**config.mk**
```make
export PLATFORM = sky130hd
export DESIGN_NAME = uart_apb_regif
export DESIGN_NICKNAME = d
export VERILOG_FILES = /design/src/rtl/uart_regif_pkg.sv /design/src/rtl/uart_reg_decode.sv /design/src/rtl/uart_rxq_fifo.sv /design/src/rtl/uart_txq_hold.sv /design/src/rtl/uart_apb_regif.sv
export SDC_FILE = /design/constraint.sdc
export NUM_CORES = 1
export LEC_CHECK = 0
export BUFFER_PORTS_ARGS = -buffer_cell sky130_fd_sc_hd__buf_4
export CAP_MARGIN = 5
export CORE_ASPECT_RATIO = 1.4
export CORE_UTILIZATION = 45
export DETAILED_ROUTE_END_ITERATION = 8
export PLACE_DENSITY = 0.62
export SLEW_MARGIN = 5
export SYNTH_ARGS = -nofsm -noshare
export SYNTH_HDL_FRONTEND = slang
export SYNTH_SLANG_ARGS = --single-unit
```
**constraint.sdc**
```tcl
create_clock -name pclk -period 3.62 [get_ports pclk]
set_input_delay 0.724 -clock pclk [delete_from_list [all_inputs] [get_ports pclk]]
set_output_delay 0.724 -clock pclk [all_outputs]
set_load 0.03 [all_outputs]
```
**src/rtl/uart_regif_pkg.sv**
```systemverilog
package uart_regif_pkg;

  localparam int REG_W  = 32;
  localparam int BYTE_W = 8;
  localparam int OFF_W  = 8;

  localparam logic [OFF_W-1:0] OFF_DATA   = 8'h00;
  localparam logic [OFF_W-1:0] OFF_DATA_B = 8'h03;
  localparam logic [OFF_W-1:0] OFF_STAT   = 8'h04;
  localparam logic [OFF_W-1:0] OFF_CTRL   = 8'h08;
  localparam logic [OFF_W-1:0] OFF_SCAL   = 8'h0C;

  // status bit positions
  localparam int ST_DRDY  = 0;
  localparam int ST_TSHE  = 1;
  localparam int ST_TQE   = 2;
  localparam int ST_RHALF = 8;
  localparam int ST_RFULL = 10;

  // control bit positions
  localparam int CT_RXEN = 0;
  localparam int CT_TXEN = 1;
  localparam int CT_RXIE = 2;
  localparam int CT_TXIE = 3;

  typedef enum logic [2:0] {
    SEL_NONE,
    SEL_DATA,
    SEL_STAT,
    SEL_CTRL,
    SEL_SCAL
  } reg_sel_e;

  function automatic reg_sel_e decode_off(input logic [OFF_W-1:0] off);
    reg_sel_e s;
    case (off)
      OFF_DATA, OFF_DATA_B: s = SEL_DATA;
      OFF_STAT:             s = SEL_STAT;
      OFF_CTRL:             s = SEL_CTRL;
      OFF_SCAL:             s = SEL_SCAL;
      default:              s = SEL_NONE;
    endcase
    return s;
  endfunction

  function automatic logic [REG_W-1:0] pack_status(input logic drdy,
                                                   input logic tx_busy,
                                                   input logic rx_half,
                                                   input logic rx_full);
    logic [REG_W-1:0] s;
    s           = '0;
    s[ST_DRDY]  = drdy;
    s[ST_TSHE]  = !tx_busy;
    s[ST_TQE]   = !tx_busy;
    s[ST_RHALF] = rx_half;
    s[ST_RFULL] = rx_full;
    return s;
  endfunction

endpackage

```
**src/rtl/uart_reg_decode.sv**
```systemverilog
module uart_reg_decode
  import uart_regif_pkg::*;
(
  input  logic             psel,
  input  logic             penable,
  input  logic             pwrite,
  input  logic [OFF_W-1:0] off,
  output reg_sel_e         sel,
  output logic             data_rd,
  output logic             data_wr,
  output logic             ctrl_wr
);
  logic access;

  always_comb begin
    access  = psel && penable;
    sel     = decode_off(off);
    data_rd = access && !pwrite && (sel == SEL_DATA);
    data_wr = access &&  pwrite && (sel == SEL_DATA);
    ctrl_wr = access &&  pwrite && (sel == SEL_CTRL);
  end
endmodule

```
**src/rtl/uart_rxq_fifo.sv**
```systemverilog
module uart_rxq_fifo #(
  parameter int DEPTH = 16,
  parameter int W     = 8
) (
  input  logic         clk,
  input  logic         rst_n,
  input  logic         push,
  input  logic [W-1:0] wdata,
  input  logic         pop,
  output logic [W-1:0] head,
  output logic         empty,
  output logic         full,
  output logic         half
);
  localparam int PTR_W = (DEPTH > 1) ? $clog2(DEPTH) : 1;
  localparam int CNT_W = $clog2(DEPTH + 1);
  localparam logic [CNT_W-1:0] FULL_MARK = CNT_W'(DEPTH);
  localparam logic [CNT_W-1:0] HALF_MARK = CNT_W'(DEPTH / 2);
  localparam logic [PTR_W-1:0] LAST_SLOT = PTR_W'(DEPTH - 1);

  logic [W-1:0]     mem [DEPTH];
  logic [PTR_W-1:0] wr_ptr, rd_ptr;
  logic [CNT_W-1:0] cnt;

  function automatic logic [PTR_W-1:0] step(input logic [PTR_W-1:0] p);
    return (p == LAST_SLOT) ? '0 : p + PTR_W'(1);
  endfunction

  always_ff @(posedge clk) begin
    if (push) mem[wr_ptr] <= wdata;
  end

  always_ff @(posedge clk or negedge rst_n) begin
    if (!rst_n) begin
      wr_ptr <= '0;
      rd_ptr <= '0;
      cnt    <= '0;
    end else begin
      if (push) wr_ptr <= step(wr_ptr);
      if (pop)  rd_ptr <= step(rd_ptr);
      case ({push, pop})
        2'b10:   cnt <= cnt + CNT_W'(1);
        2'b01:   cnt <= cnt - CNT_W'(1);
        default: cnt <= cnt;
      endcase
    end
  end

  always_comb begin
    head  = mem[rd_ptr];
    empty = (cnt == '0);
    full  = (cnt == FULL_MARK);
    half  = (cnt >= HALF_MARK);
  end
endmodule

```
**src/rtl/uart_txq_hold.sv**
```systemverilog
module uart_txq_hold #(
  parameter int W = 8
) (
  input  logic         clk,
  input  logic         rst_n,
  input  logic         load_req,
  input  logic [W-1:0] load_data,
  input  logic         out_ready,
  output logic         load_ev,
  output logic         out_valid,
  output logic [W-1:0] out_data
);
  logic         full_q;
  logic [W-1:0] data_q;
  logic         drain;

  always_comb begin
    drain     = full_q && out_ready;
    load_ev   = load_req && (!full_q || drain);
    out_valid = full_q;
    out_data  = data_q;
  end

  always_ff @(posedge clk or negedge rst_n) begin
    if (!rst_n) begin
      full_q <= 1'b0;
      data_q <= '0;
    end else if (load_ev) begin
      full_q <= 1'b1;
      data_q <= load_data;
    end else if (drain) begin
      full_q <= 1'b0;
    end
  end
endmodule

```
**src/rtl/uart_apb_regif.sv**
```systemverilog
module uart_apb_regif
  import uart_regif_pkg::*;
#(
  parameter int PADDR_W   = 12,
  parameter int RXQ_DEPTH = 16
) (
  input  logic               pclk,
  input  logic               presetn,
  input  logic               psel,
  input  logic               penable,
  input  logic               pwrite,
  input  logic [PADDR_W-1:0] paddr,
  input  logic [REG_W-1:0]   pwdata,
  output logic [REG_W-1:0]   prdata,
  output logic               pready,
  output logic               pslverr,
  input  logic [BYTE_W-1:0]  rx_byte,
  input  logic               rx_valid,
  output logic               rx_ready,
  output logic [BYTE_W-1:0]  tx_byte,
  output logic               tx_valid,
  input  logic               tx_ready,
  output logic               irq
);
  localparam int HI_W = PADDR_W - OFF_W;

  // named internal events
  reg_sel_e           rd_sel;
  logic               data_rd, data_wr, ctrl_wr;
  logic [REG_W-1:0]   ctrl_q;
  logic               rxq_empty, rxq_full, rxq_half;
  logic [BYTE_W-1:0]  rxq_head;
  logic               rx_push_ev, rx_pop_ev;
  logic               tx_load_req, tx_load_ev;
  logic               irq_q;
  logic [HI_W-1:0]    unused_paddr_hi;

  assign unused_paddr_hi = paddr[PADDR_W-1:OFF_W];

  uart_reg_decode u_dec (
    .psel    (psel),
    .penable (penable),
    .pwrite  (pwrite),
    .off     (paddr[OFF_W-1:0]),
    .sel     (rd_sel),
    .data_rd (data_rd),
    .data_wr (data_wr),
    .ctrl_wr (ctrl_wr)
  );

  always_comb begin
    rx_ready    = !ctrl_q[CT_RXEN] || !rxq_full;
    rx_push_ev  = rx_valid && ctrl_q[CT_RXEN] && !rxq_full;
    rx_pop_ev   = data_rd && !rxq_empty;
    tx_load_req = data_wr && ctrl_q[CT_TXEN];
  end

  uart_rxq_fifo #(.DEPTH(RXQ_DEPTH), .W(BYTE_W)) u_rxq (
    .clk   (pclk),
    .rst_n (presetn),
    .push  (rx_push_ev),
    .wdata (rx_byte),
    .pop   (rx_pop_ev),
    .head  (rxq_head),
    .empty (rxq_empty),
    .full  (rxq_full),
    .half  (rxq_half)
  );

  uart_txq_hold #(.W(BYTE_W)) u_txh (
    .clk       (pclk),
    .rst_n     (presetn),
    .load_req  (tx_load_req),
    .load_data (pwdata[BYTE_W-1:0]),
    .out_ready (tx_ready),
    .load_ev   (tx_load_ev),
    .out_valid (tx_valid),
    .out_data  (tx_byte)
  );

  always_ff @(posedge pclk or negedge presetn) begin
    if (!presetn) begin
      ctrl_q <= '0;
      irq_q  <= 1'b0;
    end else begin
      if (ctrl_wr) ctrl_q <= pwdata;
      irq_q <= (rx_push_ev && ctrl_q[CT_RXIE]) || (tx_load_ev && ctrl_q[CT_TXIE]);
    end
  end

  always_comb begin
    unique case (rd_sel)
      SEL_DATA: prdata = rxq_empty ? '0 : {{(REG_W-BYTE_W){1'b0}}, rxq_head};
      SEL_STAT: prdata = pack_status(!rxq_empty, tx_valid, rxq_half, rxq_full);
      SEL_CTRL: prdata = ctrl_q;
      default:  prdata = '0;
    endcase
  end

  assign irq     = irq_q;
  assign pready  = 1'b1;
  assign pslverr = 1'b0;
endmodule

```
==> run_results.csv <==
group,metric,value,unit
run_status,outcome,"finished clean",
sta,finClkSkew,0.00985,ns
cts,h-tree-depth,4,
min_path,hp-class,"input pin to async pin",
synth,post_synth.cell_area_avg,17.2,sq um
worst_setup_path,cp_common_cell,"buf_4",
synth,synthCells,462,
worst_setup_path,cp_slowest_stage_delay,0.69,ns
route,routed_wl,15.9,mm
route,via_per_inst,5.44,
cts,hold_buffers,0,
place,dp_hpwl,11.2,mm
synth,synth_area,7930,sq um
die,rows,57,
global_routing,grt_pass1_vias,4601,
route,post_drt_wl_per_cell,19.6,microns
worst_setup_path,worst_setup_path_start_kind,"register",
die,die_area,18200,sq um
finish,fillers,1434,
cts,clk_latency,0.42,ns
sta,relSlewSlack,0.529,
worst_setup_path,required,2.90,ns
place,post_dp_cell_area,8920,sq um
global_routing,grt_overflow,0,
worst_setup_path,critPathCaptureType,"output pin",
synth,seq_area_frac_synth,0.658,
die,pin_count,104,
route,drt-met1-wl,6.17,mm
route,dr.pass1.iters,5,
cts,clkTransAtPathRegs,0.07,ns
finish,diodes,0,
sta,rsz0062_at_grt,"false",
pwr,p_leak,3.76,nW
pwr,vdd_drop_max,0.000357,V
synth,yosysWarnings,0,
sta,fmax,291,MHz
sta,slew_viol_final,0,
cts,cts-buffers-inserted,17,
cts,clk_path_buf_depth,2,
worst_setup_path,path_max_fanout,10,
die,die_h,159,microns
cts,clock-sinks,183,
worst_setup_path,cpMaxStageDelayCell,"dfrtp_1",
global_routing,grt_use_total,0.183,
die,core,17300,sq um
global_routing,grt_pass1_wl,24.4,mm
global_routing,grt_max_degree,56,
finish,stdcell_area,9540,sq um
sta,finalSetupViolations,0,
pwr,power_density,458,nW/um^2
synth,synth_edf_count,128,
route,vias,4417,
finish,layout.cells.most_common,"edfxtp_1",
sta,period_needed,3.43,ns
global_routing,antenna_found_initial,0,
route,dr_wl_met3,857,microns
cts,post_cts_buffers,0,
route,top_layer,"met4",
route,wl_met2,8.47,mm
finish,drive_gt1_frac,0.380,
worst_setup_path,crit_arrival,2.71,ns
synth,ys_types,57,
route,ant_nets,0,
finish,nets,631,
synth,ys.flop_type,"edfxtp_1",
finish,areaGrowthSynthToFinish,20.3,%
die,die_w,114,microns
sta,finalSetupTns,0,ns
sta,tightest_slew,0.707,ns
sta,finalCritPeriodShare,0.948,
place,portBuffers,97,
place,gp_congestion,0.752,
worst_setup_path,crit_chain,"buf_4, mux4_1, mux2i_1, or3_1, o211ai_1, buf_4",
route,drc,0,
flow_run,maxCapViolCount,0,
cts,cts_root_buffer,"clkbuf_16",
die,initial_utilization,0.458,
synth,synth-seq-cells,183,
finish,post-route-util,0.550,
sta,hold_viol,0,
worst_setup_path,critical_path_class,"register to output pin",
cts,cts_tree,"built",
finish,final_cell_mix,"128 x edfxtp_1, 110 x buf_4, 55 x dfrtp_1",
synth,syn_nets,530,
cts,post_cts_resized,0,
route,drt_iter0_markers,226,
sta,hold_slack,0.341,ns
synth,synthArstFlopShare,0.301,
-- final timing paths --
path	from	to	slack, ns	cells after the start
worst min-delay path	presetn	ctrl_q[23]	0.34	1
max in group asynchronous	presetn	u_txh.out_data[6]	2.80	1
worst min register to register	u_rxq.cnt[4]	u_rxq.cnt[4]	0.49	1
worst max-delay path	u_rxq.rd_ptr[1]	prdata[3]	0.19	6
worst max register to register	u_rxq.cnt[1]	u_rxq.cnt[4]	0.70	11
min in group pclk	u_rxq.cnt[4]	u_rxq.cnt[4]	0.49	1
-- Yosys cell counts, drive strengths merged (4+ instances only) --
cell type / n / area, sq um
mux2: 42 / 480
xor2: 5 / 43.8
buf: 16 / 124
clkbuf: 13 / 50.0
o21ai: 10 / 50.1
and2: 11 / 68.8
and3: 30 / 188
mux2i: 16 / 160
nor2: 8 / 30.0
nor4b: 7 / 76.3
ha: 9 / 113
nand2: 14 / 52.6
inv: 6 / 22.5
edfxtp: 128 / 3840
mux4: 32 / 773
dfrtp: 55 / 1380
or3: 8 / 60.1
xnor2: 4 / 35.0
o211ai: 5 / 37.5
nand3: 4 / 20.0
-- sequential cells by signal, indices dropped and copies added (netlist names) --
signal / count
u_txh.out_valid: 1
ctrl_q: 32
u_rxq.mem: 128
u_rxq.wr_ptr: 4
u_rxq.rd_ptr: 4
u_rxq.cnt: 5
irq: 1
u_txh.out_data: 8
-- routing by layer --
layer  GRT usage  up-vias
met5           0        -
li1            -     2017
met4      0.0850        0
met2       0.325      149
met1       0.207     2224
met3      0.0411       27
-- logic make-up after synthesis --
family / Yosys count / synth area share
flops: 183 / 0.658
simple gates: 97 / 0.0784
buf+inv: 36 / 0.0254
mux: 90 / 0.178
xor+xnor: 9 / 0.00994
compound gates: 36 / 0.0344
fa+ha+maj: 9 / 0.0142
other cells: 2 / 0.000947
-- where the power goes --
part	total (mW)	leakage, nW	switching (mW)	internal [mW]
sequential	2.28	1.90	0.0246	2.26
combinational	0.165	1.56	0.0890	0.0757
clock	1.92	0.303	0.809	1.11
-- critical path: cells and delay by family (launching register included) --
kind | cells | cell delay [ns]
buffers and inverters | 2 | 0.51
muxes | 2 | 0.83
and+or+nand+nor | 1 | 0.15
DFF | 1 | 0.69
AOI/OAI and AO/OA | 1 | 0.10
-- final cells by class --
class / count / area [sq um] / area share
sequential: 183 / 5220 / 0.547
timing repair buffer: 111 / 846 / 0.0887
tap: 236 / 295 / 0.0310
clock buffer: 18 / 429 / 0.0450
multi-input combinational: 243 / 2530 / 0.266
inverter: 7 / 27.5 / 0.00289
clock inverter: 14 / 188 / 0.0197
-- per-stage QoR --
step	total power [mW]	std cells	worst slack, ns
2_1_floorplan	2.39	462	0.461
3_3_place_gp	2.49	780	0.315
3_5_place_dp	2.50	780	0.331
4_1_cts	4.42	812	0.115
5_1_grt	4.51	812	0.0815
6_report	4.37	812	0.187
Power figures use the tool's default switching activity.
